### src/rtl/rtr_pkg.sv
package rtr_pkg;

    // Per-entry configuration held by the register file
    typedef struct packed {
        logic [7:0] dest;     // destination ID
        logic       mask;     // 1 = input disabled
        logic       trig;     // 1 = level, 0 = edge
        logic       pol;      // 1 = active low
        logic       logical;  // destination mode
        logic [2:0] mode;     // delivery mode
        logic [7:0] vec;      // vector
    } rte_cfg_t;

    typedef enum logic [0:0] {
        ST_IDLE  = 1'b0,
        ST_OFFER = 1'b1
    } dlv_state_t;

    localparam logic [7:0] MIN_VEC = 8'd32;
    localparam logic [7:0] OFF_SEL = 8'h00;
    localparam logic [7:0] OFF_WIN = 8'h10;
    localparam logic [7:0] IDX_ID  = 8'h00;
    localparam logic [7:0] IDX_VER = 8'h01;
    localparam logic [7:0] IDX_TBL = 8'h10;

endpackage

### src/rtl/rtr_regfile.sv
module rtr_regfile
    import rtr_pkg::*;
#(
    parameter int         N       = 8,
    parameter int         KW      = 3,
    parameter logic [3:0] DEV_ID  = 4'd2,
    parameter logic [7:0] VERSION = 8'h20
) (
    input  logic                 clk,
    input  logic                 rst_n,
    input  logic [7:0]           bus_addr,
    input  logic                 bus_wr,
    input  logic [31:0]          bus_wdata,
    output logic [31:0]          bus_rdata,
    input  logic [N-1:0]         status_i,
    input  logic [N-1:0]         rirr_i,
    output rte_cfg_t [N-1:0]     cfg_o
);

    localparam int TBL_END = int'(IDX_TBL) + 2 * N;

    logic [7:0]        sel_q;
    rte_cfg_t [N-1:0]  cfg_q;
    logic [7:0]        off;
    logic [KW-1:0]     k;
    logic              hi_word;
    logic              in_tbl;
    logic              win_wr;
    logic              wdata_unused;

    assign off     = sel_q - IDX_TBL;
    assign k       = KW'(off >> 1);
    assign hi_word = off[0];
    assign in_tbl  = (sel_q >= IDX_TBL) && (int'(sel_q) < TBL_END);
    assign win_wr  = bus_wr && (bus_addr == OFF_WIN) && in_tbl;
    assign wdata_unused = ^{bus_wdata[23:17], bus_wdata[14], bus_wdata[12]};

    always_ff @(posedge clk) begin
        if (!rst_n) begin
            sel_q <= '0;
            for (int i = 0; i < N; i++) begin
                cfg_q[i] <= '{mask: 1'b1, default: '0};
            end
        end else if (bus_wr && (bus_addr == OFF_SEL)) begin
            sel_q <= bus_wdata[7:0];
        end else if (win_wr) begin
            if (hi_word) begin
                cfg_q[k].dest <= bus_wdata[31:24];
            end else begin
                cfg_q[k].vec     <= bus_wdata[7:0];
                cfg_q[k].mode    <= bus_wdata[10:8];
                cfg_q[k].logical <= bus_wdata[11];
                cfg_q[k].pol     <= bus_wdata[13];
                cfg_q[k].trig    <= bus_wdata[15];
                cfg_q[k].mask    <= bus_wdata[16];
            end
        end
    end

    assign cfg_o = cfg_q;

    always_comb begin
        bus_rdata = '0;
        if (bus_addr == OFF_SEL) begin
            bus_rdata = {24'h0, sel_q};
        end else if (bus_addr == OFF_WIN) begin
            if (sel_q == IDX_ID) begin
                bus_rdata = {4'h0, DEV_ID, 24'h0};
            end else if (sel_q == IDX_VER) begin
                bus_rdata = {8'h0, 8'(N - 1), 8'h0, VERSION};
            end else if (in_tbl) begin
                if (hi_word) begin
                    bus_rdata = {cfg_q[k].dest, 24'h0};
                end else begin
                    bus_rdata = {15'h0, cfg_q[k].mask, cfg_q[k].trig, rirr_i[k],
                                 cfg_q[k].pol, status_i[k], cfg_q[k].logical,
                                 cfg_q[k].mode, cfg_q[k].vec};
                end
            end
        end
    end


    tbl_guard_chk: assert property (@(posedge clk) disable iff (!rst_n)
        (bus_wr && (bus_addr == OFF_WIN) && !in_tbl) |=> $stable(cfg_q));


    sel_load_chk: assert property (@(posedge clk) disable iff (!rst_n)
        (bus_wr && (bus_addr == OFF_SEL)) |=> (sel_q == $past(bus_wdata[7:0])));

endmodule

### src/rtl/rtr_source.sv
module rtr_source
    import rtr_pkg::*;
(
    input  logic       clk,
    input  logic       rst_n,
    input  logic       irq,
    input  rte_cfg_t   cfg,
    input  logic       hs_this,
    input  logic       busy_this,
    input  logic       eoi_valid,
    input  logic [7:0] eoi_vector,
    output logic       req_o,
    output logic       status_o,
    output logic       rirr_o
);

    logic corr;
    logic eligible;
    logic edge_hit;
    logic eoi_hit;
    logic prev_q;
    logic pend_q;
    logic rirr_q;

    assign corr     = irq ^ cfg.pol;
    assign eligible = !cfg.mask && (cfg.vec >= MIN_VEC);
    assign edge_hit = !cfg.trig && eligible && corr && !prev_q;
    assign eoi_hit  = eoi_valid && cfg.trig && (eoi_vector == cfg.vec);

    always_ff @(posedge clk) begin
        if (!rst_n) begin
            prev_q <= 1'b0;
            pend_q <= 1'b0;
            rirr_q <= 1'b0;
        end else begin
            prev_q <= corr;
            if (edge_hit) begin
                pend_q <= 1'b1;
            end else if (hs_this) begin
                pend_q <= 1'b0;
            end
            if (hs_this && cfg.trig) begin
                rirr_q <= 1'b1;
            end else if (eoi_hit) begin
                rirr_q <= 1'b0;
            end
        end
    end

    assign req_o    = eligible && (cfg.trig ? (corr && !rirr_q) : pend_q);
    assign status_o = req_o || busy_this;
    assign rirr_o   = rirr_q;


    pend_hold_chk: assert property (@(posedge clk) disable iff (!rst_n)
        (pend_q && !hs_this) |=> pend_q);


    rirr_hold_chk: assert property (@(posedge clk) disable iff (!rst_n)
        (rirr_q && !eoi_hit) |=> rirr_q);


    rirr_set_chk: assert property (@(posedge clk) disable iff (!rst_n)
        (hs_this && cfg.trig) |=> rirr_q);

endmodule

### src/rtl/rtr_pick.sv
module rtr_pick #(
    parameter int N  = 8,
    parameter int KW = 3
) (
    input  logic [N-1:0]  req_i,
    output logic          found_o,
    output logic [KW-1:0] idx_o
);

    always_comb begin
        found_o = |req_i;
        idx_o   = '0;
        for (int i = N - 1; i >= 0; i--) begin
            if (req_i[i]) begin
                idx_o = KW'(i);
            end
        end
    end

endmodule

### src/rtl/rtr_router.sv
module rtr_router
    import rtr_pkg::*;
#(
    parameter int         NUM_IN  = 8,
    parameter logic [3:0] DEV_ID  = 4'd2,
    parameter logic [7:0] VERSION = 8'h20
) (
    input  logic              clk,
    input  logic              rst_n,
    input  logic [7:0]        bus_addr,
    input  logic              bus_wr,
    input  logic [31:0]       bus_wdata,
    output logic [31:0]       bus_rdata,
    input  logic [NUM_IN-1:0] irq_in,
    output logic              msg_valid,
    input  logic              msg_ready,
    output logic [7:0]        msg_vector,
    output logic [2:0]        msg_mode,
    output logic              msg_logical,
    output logic [7:0]        msg_dest,
    input  logic              eoi_valid,
    input  logic [7:0]        eoi_vector
);

    localparam int KW = (NUM_IN > 1) ? $clog2(NUM_IN) : 1;

    rte_cfg_t [NUM_IN-1:0] cfg_w;
    logic [NUM_IN-1:0]     req_vec;
    logic [NUM_IN-1:0]     status_vec;
    logic [NUM_IN-1:0]     rirr_vec;
    logic [NUM_IN-1:0]     hs_vec;
    logic [NUM_IN-1:0]     busy_vec;
    logic                  pick_found;
    logic [KW-1:0]         pick_idx;

    dlv_state_t st_q, st_d;
    logic [KW-1:0] cur_q;
    rte_cfg_t      pay_q;
    logic          offering;
    logic          hs;
    logic          take;

    rtr_regfile #(
        .N(NUM_IN), .KW(KW), .DEV_ID(DEV_ID), .VERSION(VERSION)
    ) u_regs (
        .clk       (clk),
        .rst_n     (rst_n),
        .bus_addr  (bus_addr),
        .bus_wr    (bus_wr),
        .bus_wdata (bus_wdata),
        .bus_rdata (bus_rdata),
        .status_i  (status_vec),
        .rirr_i    (rirr_vec),
        .cfg_o     (cfg_w)
    );

    for (genvar g = 0; g < NUM_IN; g++) begin : g_src
        assign hs_vec[g]   = hs && (cur_q == KW'(g));
        assign busy_vec[g] = offering && (cur_q == KW'(g));

        rtr_source u_src (
            .clk        (clk),
            .rst_n      (rst_n),
            .irq        (irq_in[g]),
            .cfg        (cfg_w[g]),
            .hs_this    (hs_vec[g]),
            .busy_this  (busy_vec[g]),
            .eoi_valid  (eoi_valid),
            .eoi_vector (eoi_vector),
            .req_o      (req_vec[g]),
            .status_o   (status_vec[g]),
            .rirr_o     (rirr_vec[g])
        );
    end

    rtr_pick #(.N(NUM_IN), .KW(KW)) u_pick (
        .req_i   (req_vec),
        .found_o (pick_found),
        .idx_o   (pick_idx)
    );

    // State register
    always_ff @(posedge clk) begin
        if (!rst_n) begin
            st_q <= ST_IDLE;
        end else begin
            st_q <= st_d;
        end
    end

    // Next state and outputs
    always_comb begin
        st_d     = st_q;
        offering = 1'b0;
        take     = 1'b0;
        unique case (st_q)
            ST_IDLE: begin
                if (pick_found) begin
                    take = 1'b1;
                    st_d = ST_OFFER;
                end
            end
            ST_OFFER: begin
                offering = 1'b1;
                if (msg_ready) begin
                    st_d = ST_IDLE;
                end
            end
            default: st_d = ST_IDLE;
        endcase
    end

    assign hs = offering && msg_ready;

    always_ff @(posedge clk) begin
        if (!rst_n) begin
            cur_q <= '0;
            pay_q <= '0;
        end else if (take) begin
            cur_q <= pick_idx;
            pay_q <= cfg_w[pick_idx];
        end
    end

    assign msg_valid   = offering;
    assign msg_vector  = pay_q.vec;
    assign msg_mode    = pay_q.mode;
    assign msg_logical = pay_q.logical;
    assign msg_dest    = pay_q.dest;


    offer_hold_chk: assert property (@(posedge clk) disable iff (!rst_n)
        (msg_valid && !msg_ready) |=> (msg_valid &&
            $stable({msg_vector, msg_mode, msg_logical, msg_dest})));


    one_flight_chk: assert property (@(posedge clk) disable iff (!rst_n)
        (msg_valid && msg_ready) |=> !msg_valid);


    vec_range_chk: assert property (@(posedge clk) disable iff (!rst_n)
        msg_valid |-> (msg_vector >= MIN_VEC));


    pick_low_chk: assert property (@(posedge clk) disable iff (!rst_n)
        pick_found |-> (req_vec[pick_idx] &&
            ((req_vec & ((NUM_IN'(1) << pick_idx) - NUM_IN'(1))) == '0)));

endmodule

### config.mk
export PLATFORM = sky130hd
export DESIGN_NAME = rtr_router
export DESIGN_NICKNAME = d
export VERILOG_FILES = /design/src/rtl/rtr_pkg.sv /design/src/rtl/rtr_regfile.sv /design/src/rtl/rtr_source.sv /design/src/rtl/rtr_pick.sv /design/src/rtl/rtr_router.sv
export SDC_FILE = /design/constraint.sdc
export NUM_CORES = 1
export LEC_CHECK = 0
export BUFFER_PORTS_ARGS = -buffer_cell sky130_fd_sc_hd__buf_2
export CAP_MARGIN = 30
export CORE_MARGIN = 3
export CORE_UTILIZATION = 30
export CTS_CLUSTER_SIZE = 20
export DETAILED_ROUTE_END_ITERATION = 12
export GPL_TIMING_DRIVEN = 0
export PLACE_DENSITY = 0.52
export SETUP_SLACK_MARGIN = 0.1
export SYNTH_ARGS = -nofsm -noshare
export SYNTH_HDL_FRONTEND = slang
export SYNTH_SLANG_ARGS = --single-unit
export TNS_END_PERCENT = 50
### constraint.sdc
create_clock -name clk -period 2.91 [get_ports clk]
set_input_delay 0.7275 -clock clk [delete_from_list [all_inputs] [get_ports clk]]
set_output_delay 0.7275 -clock clk [all_outputs]
set_load 0.005 [all_outputs]
==> flow_metrics.env, run 1 <==
export IMPL_status="finished with violations"
export IMPL_violations="setup timing"
export IMPL_power_leakage_nw=6.160
export IMPL_wl_met2_mm=31.11
export IMPL_arrival_ns=2.58
export IMPL_skew_ns=0.02316
export IMPL_synth_cells=1671
export IMPL_wl_met1_mm=30.33
export IMPL_syn_to_final_growth_pct=35.09
export IMPL_reg2reg_slack_ns=0.10
export IMPL_synth_top_cells_by_area="dfxtp_1 (36%), a21boi_0 (11%), nand2_1 (10%), xor2_1 (4.2%), a22oi_1 (3.9%)"
export IMPL_yosysTopAreaCell="dfxtp_1"
export IMPL_vdd_drop_max_mv=0.2792
export IMPL_final_area_mm2=0.01804
export IMPL_post_synth_top_count_cell="nand2_1"
export IMPL_clkLatencyLatePin_ns=0.60
export IMPL_wl_per_cell_um=30.25
export IMPL_antenna_found_initial=3
export IMPL_pwr_density_cell_mw_per_mm2=403.4
export IMPL_drive_gt1_share_pct=26.28
export IMPL_dp_hpwl_mm=50.53
export IMPL_hold_path_end="g_src[1].u_src.pend_q"
export IMPL_hold_viol=0
export IMPL_rr_startpoint="u_regs.cfg_o[127]"
export IMPL_min_period_ns=3.310
export IMPL_slew_headroom_pct=27.98
export IMPL_ys_flop_type="dfxtp_1"
export IMPL_htreeDepth=1
export IMPL_rr_endpoint="msg_vector[6]"
export IMPL_cts_hold_buffers=0
export IMPL_wirelength_mm=74.91
export IMPL_whs_path_depth=1
export IMPL_cts_made_buffers=29
export IMPL_rsz0062_at_grt="true"
export IMPL_start_util_pct=30.66
export IMPL_finalWorstSetupSlack_ns=-0.3999
export IMPL_grt_pass1_wl_mm=103.3
export IMPL_instances_no_fill=2476
export IMPL_dpl_cell_area_mm2=0.01452
export IMPL_place_gp_congestion=1.000
export IMPL_tns_ns=-5.365
export IMPL_die_y_um=217.0
export IMPL_synth_area_mm2=0.01335
export IMPL_final_max_slew_violation_count=0
export IMPL_reg2reg_depth=9
export IMPL_synth_edf_count=0
export IMPL_drc_errors=0
export IMPL_ys_types=66
export IMPL_cp_max_fo=7
export IMPL_drt_iter0_drc=2115
export IMPL_clock_fmax_mhz=302.1
export IMPL_place_ws_ns=-1.477
export IMPL_yosysTopAreaCellShare_pct=35.98
export IMPL_ioPinCount=114
export IMPL_yosys_register_bits=240
export IMPL_first_pass_iters=6
export IMPL_dr_max_layer_used="met4"
export IMPL_ant_nets=0
export IMPL_die_area_mm2=0.04708
export IMPL_rows=76
export IMPL_vias_per_cell=6.131
export IMPL_cap_violations=0
export IMPL_nFillCells=4386
export IMPL_worst_pin_slew_ns=1.080
export IMPL_portBuffers=66
export IMPL_cts_root_buffer="clkbuf_16"
export IMPL_cts_clk_slew_worst_paths_ns=0.07
export IMPL_fin_util_pct=41.42
export IMPL_start_kind="flip-flop"
export IMPL_synth_avg_cell_area_um2=7.992
export IMPL_grt_max_degree=16
export IMPL_async_reset_ff_share_pct=0
export IMPL_chipWidth_um=217.0
export IMPL_yosys_top_cells_count="nand2_1 (364), dfxtp_1 (240), a21boi_0 (191)"
export IMPL_clkSinkCount=240
export IMPL_hold_class="reg2reg"
export IMPL_cts_tree="yes"
export IMPL_overflow=0
export IMPL_cp_required_ns=2.18
export IMPL_ys_seq_area_share_pct=35.98
export IMPL_diodes=0
export IMPL_worstHoldStart="g_src[1].u_src.prev_q"
export IMPL_met3_length_mm=8.870
export IMPL_finalSetupViolCount=26
export IMPL_yosys_warnings=0
export IMPL_grt_usage_pct=30.10
export IMPL_first_global_vias=14147
export IMPL_vias=15180
export IMPL_cp_end_kind="primary output"
export IMPL_core_mm2=0.04355
export IMPL_crit_type="reg2out"
export IMPL_numPlacedInstances=2333
export IMPL_period_share_pct=113.7
export IMPL_fin_nets=1931
export IMPL_clk_path_buf_depth=3
## cell usage in the layout, fill, tap and decap left out, types with 9 or more instances in the layout
master,n
nand2_1,360
dfxtp_1,211
a21boi_0,191
nand3_1,94
clkbuf_1,84
buf_2,78
buf_4,69
xor2_1,58
clkbuf_16,48
a22oi_2,44
o2111ai_1,40
o21a_1,32
nor3b_1,31
buf_6,31
nand4_1,29
clkbuf_2,28
inv_1,27
a22oi_1,26
nor2_1,23
dfxtp_2,23
a221oi_2,21
a22o_1,18
o21ai_0,16
a31oi_1,14
nor2b_1,14
o211ai_1,13
buf_12,12
mux2i_1,12
o311ai_2,11
buf_8,10
clkbuf_8,10
and2_1,10
nor4b_1,10
nor4_1,9
## flip-flops by register name, summed over array words and instances, names as in the netlist
register	cells
u_regs.cfg_o	184
g_src.u_src.pend_q	8
g_src.u_src.prev_q	8
g_src.u_src.rirr_o	8
msg_dest	8
msg_vector	8
u_regs.sel_q	8
cur_q	3
msg_mode	3
msg_logical	1
st_q	1
## where the power goes
part           leakage, nW  internal, mW  switching, mW  total [mW]
logic                 3.76         0.104          0.239       0.343
registers             1.95          3.29        0.00188        3.29
clock network        0.453          2.07           1.58        3.65
## routing by layer
metal	track usage, %	vias to the layer above
li1	-	6408
met1	39.85	7395
met2	44.84	1088
met3	8.992	289
met4	14.31	0
met5	0	-
## critical path, cell delays in order (launching register included)
cell	delay, ns
dfxtp_2	0.33
buf_8	0.13
buf_8	0.13
buf_8	0.12
nor2_4	0.34
a22oi_2	0.14
nand4_1	0.22
a31oi_2	0.15
nor2b_2	0.27
buf_2	0.16
## metrics by stage
| step | hold slack (ns) | power, mW |
|---|---|---|
| 5_1_grt | 0.4413 | 7.410 |
| 3_5_place_dp | 0.4099 | 3.680 |
| 6_report | 0.4158 | 7.278 |
| 3_3_place_gp | 0.4027 | 3.679 |
| 2_1_floorplan | 0.3962 | 3.539 |
| 4_1_cts | 0.4184 | 7.240 |
## how the worst max path moves through the flow
stage                      from             to  slack, ns  cells past startpoint
2_1_floorplan         irq_in[2]  bus_rdata[12]       0.17                      6
3_3_place_gp    u_regs.sel_q[2]  bus_rdata[14]      -1.82                      8
3_5_place_dp    u_regs.sel_q[2]  bus_rdata[24]      -1.48                      9
4_1_cts        u_regs.cfg_o[53]  bus_rdata[12]      -0.24                      7
5_1_grt         u_regs.sel_q[3]  bus_rdata[25]      -0.33                      9
6_report        u_regs.sel_q[3]  bus_rdata[25]      -0.40                      9
## logic make-up after synthesis
logic type	count (synthesis)	synth area share [%]
AOI/OAI and AO/OA	503	29.57
xor gates and xnor gates	72	4.722
buffers and inverters	202	6.381
DFF	240	35.98
muxes	13	1.068
other	1	0.02808
and+or+nand+nor	640	22.25
## layout make-up
| cell class | instances | area [µm²] | area share [%] |
|---|---|---|---|
| clock inverters | 11 | 120.1 | 0.6658 |
| repair buffers | 166 | 1391 | 7.713 |
| multi-input cells | 1233 | 8701 | 48.23 |
| inverters | 29 | 112.6 | 0.6242 |
| well taps | 585 | 732.0 | 4.057 |
| flip-flops and latches | 240 | 4856 | 26.92 |
| clock buffers | 41 | 790.8 | 4.383 |
| plain buffers | 171 | 1336 | 7.407 |
## repair_timing
item	in CTS	in global routing
endpoints found under the hold margin	0	0
gates cloned	7	4
endpoints found under the setup margin	230	124
pin swaps	49	55
resized for setup	298	135
buffers inserted	56	26
(Power assumes the default switching activity.)
==> inputs of run 2 (changes only) <==
CORE_ASPECT_RATIO = 1.5   (was unset)
==> flow_metrics.env, run 2 (synthesis gave the netlist of run 1 again) <==
export IMPL_cp_required_ns=2.18
export IMPL_cts_clk_slew_worst_paths_ns=0.06
export IMPL_core_mm2=0.04399
export IMPL_p_total_mw=7.485
export IMPL_cts_hold_buffers=0
export IMPL_largest_reg_flops=184
export IMPL_crit_type="reg2out"
export IMPL_worstHoldStart="g_src[0].u_src.prev_q"
export IMPL_cap_violations=0
export IMPL_final_common_cell="nand2_1"
export IMPL_pwr_density_cell_mw_per_mm2=416.0
export IMPL_whs_ns=0.4205
export IMPL_first_global_vias=14457
export IMPL_place_gp_congestion=0.9983
export IMPL_rows=94
export IMPL_ioPinCount=114
export IMPL_violations="setup timing"
export IMPL_finalWorstSetupSlack_ns=-0.2868
export IMPL_cp_max_fo=7
export IMPL_startpoint="u_regs.sel_q[3]"
export IMPL_htreeDepth=1
export IMPL_clk_path_buf_depth=3
export IMPL_finalSetupViolCount=25
export IMPL_overflow=0
export IMPL_vias_per_cell=6.102
export IMPL_die_area_mm2=0.04713
export IMPL_first_pass_iters=6
export IMPL_dp_hpwl_mm=53.22
export IMPL_antenna_found_initial=3
export IMPL_cp_end_kind="primary output"
export IMPL_drt_iter0_drc=1668
export IMPL_vias=15073
export IMPL_skew_ns=0.01298
export IMPL_rr_startpoint="u_regs.cfg_o[7]"
export IMPL_place_ws_ns=-1.818
export IMPL_status="finished with violations"
export IMPL_syn_to_final_growth_pct=34.71
export IMPL_clkLatencyLatePin_ns=0.57
export IMPL_ant_nets=0
export IMPL_chipWidth_um=178.3
export IMPL_clkSinkCount=240
export IMPL_power_leakage_nw=6.141
export IMPL_grt_usage_pct=30.29
export IMPL_drive_gt1_share_pct=25.95
export IMPL_grt_pass1_wl_mm=103.2
export IMPL_final_cell_mix="nand2_1 (356), dfxtp_1 (208), a21boi_0 (191), nand3_1 (94), clkbuf_1 (86)"
export IMPL_nFillCells=4477
export IMPL_arrival_ns=2.47
export IMPL_cts_tree="yes"
export IMPL_cts_root_buffer="clkbuf_16"
export IMPL_cts_made_buffers=26
export IMPL_wl_per_cell_um=30.54
export IMPL_portBuffers=66
export IMPL_rsz0062_at_grt="true"
export IMPL_slew_headroom_pct=32.07
export IMPL_vdd_drop_max_mv=0.3716
export IMPL_die_y_um=264.4
export IMPL_final_max_slew_violation_count=0
export IMPL_start_kind="flip-flop"
export IMPL_drc_errors=0
export IMPL_fin_nets=1935
export IMPL_hold_viol=0
export IMPL_period_share_pct=109.9
export IMPL_start_util_pct=30.36
export IMPL_hold_class="reg2reg"
export IMPL_worst_pin_slew_ns=1.019
export IMPL_wirelength_mm=75.44
export IMPL_min_period_ns=3.197
export IMPL_clock_fmax_mhz=312.8
export IMPL_grt_max_degree=15
-- run 2: worst paths after layout --
check                           to  cells past startpoint  slack (ns)
min reg2reg  g_src[0].u_src.pend_q                      1        0.42
max                  bus_rdata[25]                     10       -0.29
max reg2reg          msg_vector[0]                      9        0.09
min          g_src[0].u_src.pend_q                      1        0.42
-- run 2: power by group --
group	total (mW)	switching, mW	internal [mW]
clock network	3.85	1.56	2.30
logic	0.348	0.238	0.110
registers	3.28	0.00196	3.28
total	7.48	1.80	5.69
-- run 2: metrics by stage --
stage / TNS [ns] / instance area [µm²] / cells / util (%)
floorplan: 0 / 13370 / 1675 / -
global placement: -188.16 / 14420 / 2317 / 32.78
detailed placement: -168.42 / 14530 / 2325 / 33.04
CTS: -5.396 / 17040 / 2422 / 38.74
global route: -5.936 / 17980 / 2468 / 40.89
finish: -5.279 / 17990 / 2470 / 40.90
-- run 2: per-layer routing --
layer / wire (µm) / vias up / track usage [%]
met5: 16 / - / 0
met4: 8640 / 2 / 26.85
met3: 6091 / 382 / 5.417
met2: 34710 / 976 / 49.35
met1: 25990 / 7290 / 33.35
li1: - / 6423 / -
-- run 2: final cells by class --
cell class	count	area, µm²	area share (%)
multi-input cells	1233	8638	48.02
well taps	576	720.7	4.006
clock inverters	15	240.2	1.335
clock buffers	31	720.7	4.006
plain buffers	171	1259	6.997
inverters	29	108.9	0.6051
flip-flops and latches	240	4867	27.06
repair buffers	173	1430	7.950
diodes	2	5.005	0.02782
-- run 2: timing repair --
| action | 4_1_cts | 5_1_grt |
|---|---|---|
| pin swaps | 49 | 61 |
| endpoints found under the setup margin | 190 | 176 |
| gates resized for setup | 248 | 141 |
| buffers inserted | 49 | 40 |
| cloned | 3 | 7 |
-- run 2: critical path: stages (launching register included) --
cell     delay [ns]
dfxtp_2        0.32
buf_8          0.12
buf_12         0.14
nand2_4        0.07
nor2_4         0.05
buf_6          0.13
a22oi_2        0.24
nand4_1        0.31
a31oi_1        0.32
nor2b_1        0.07
buf_2          0.14
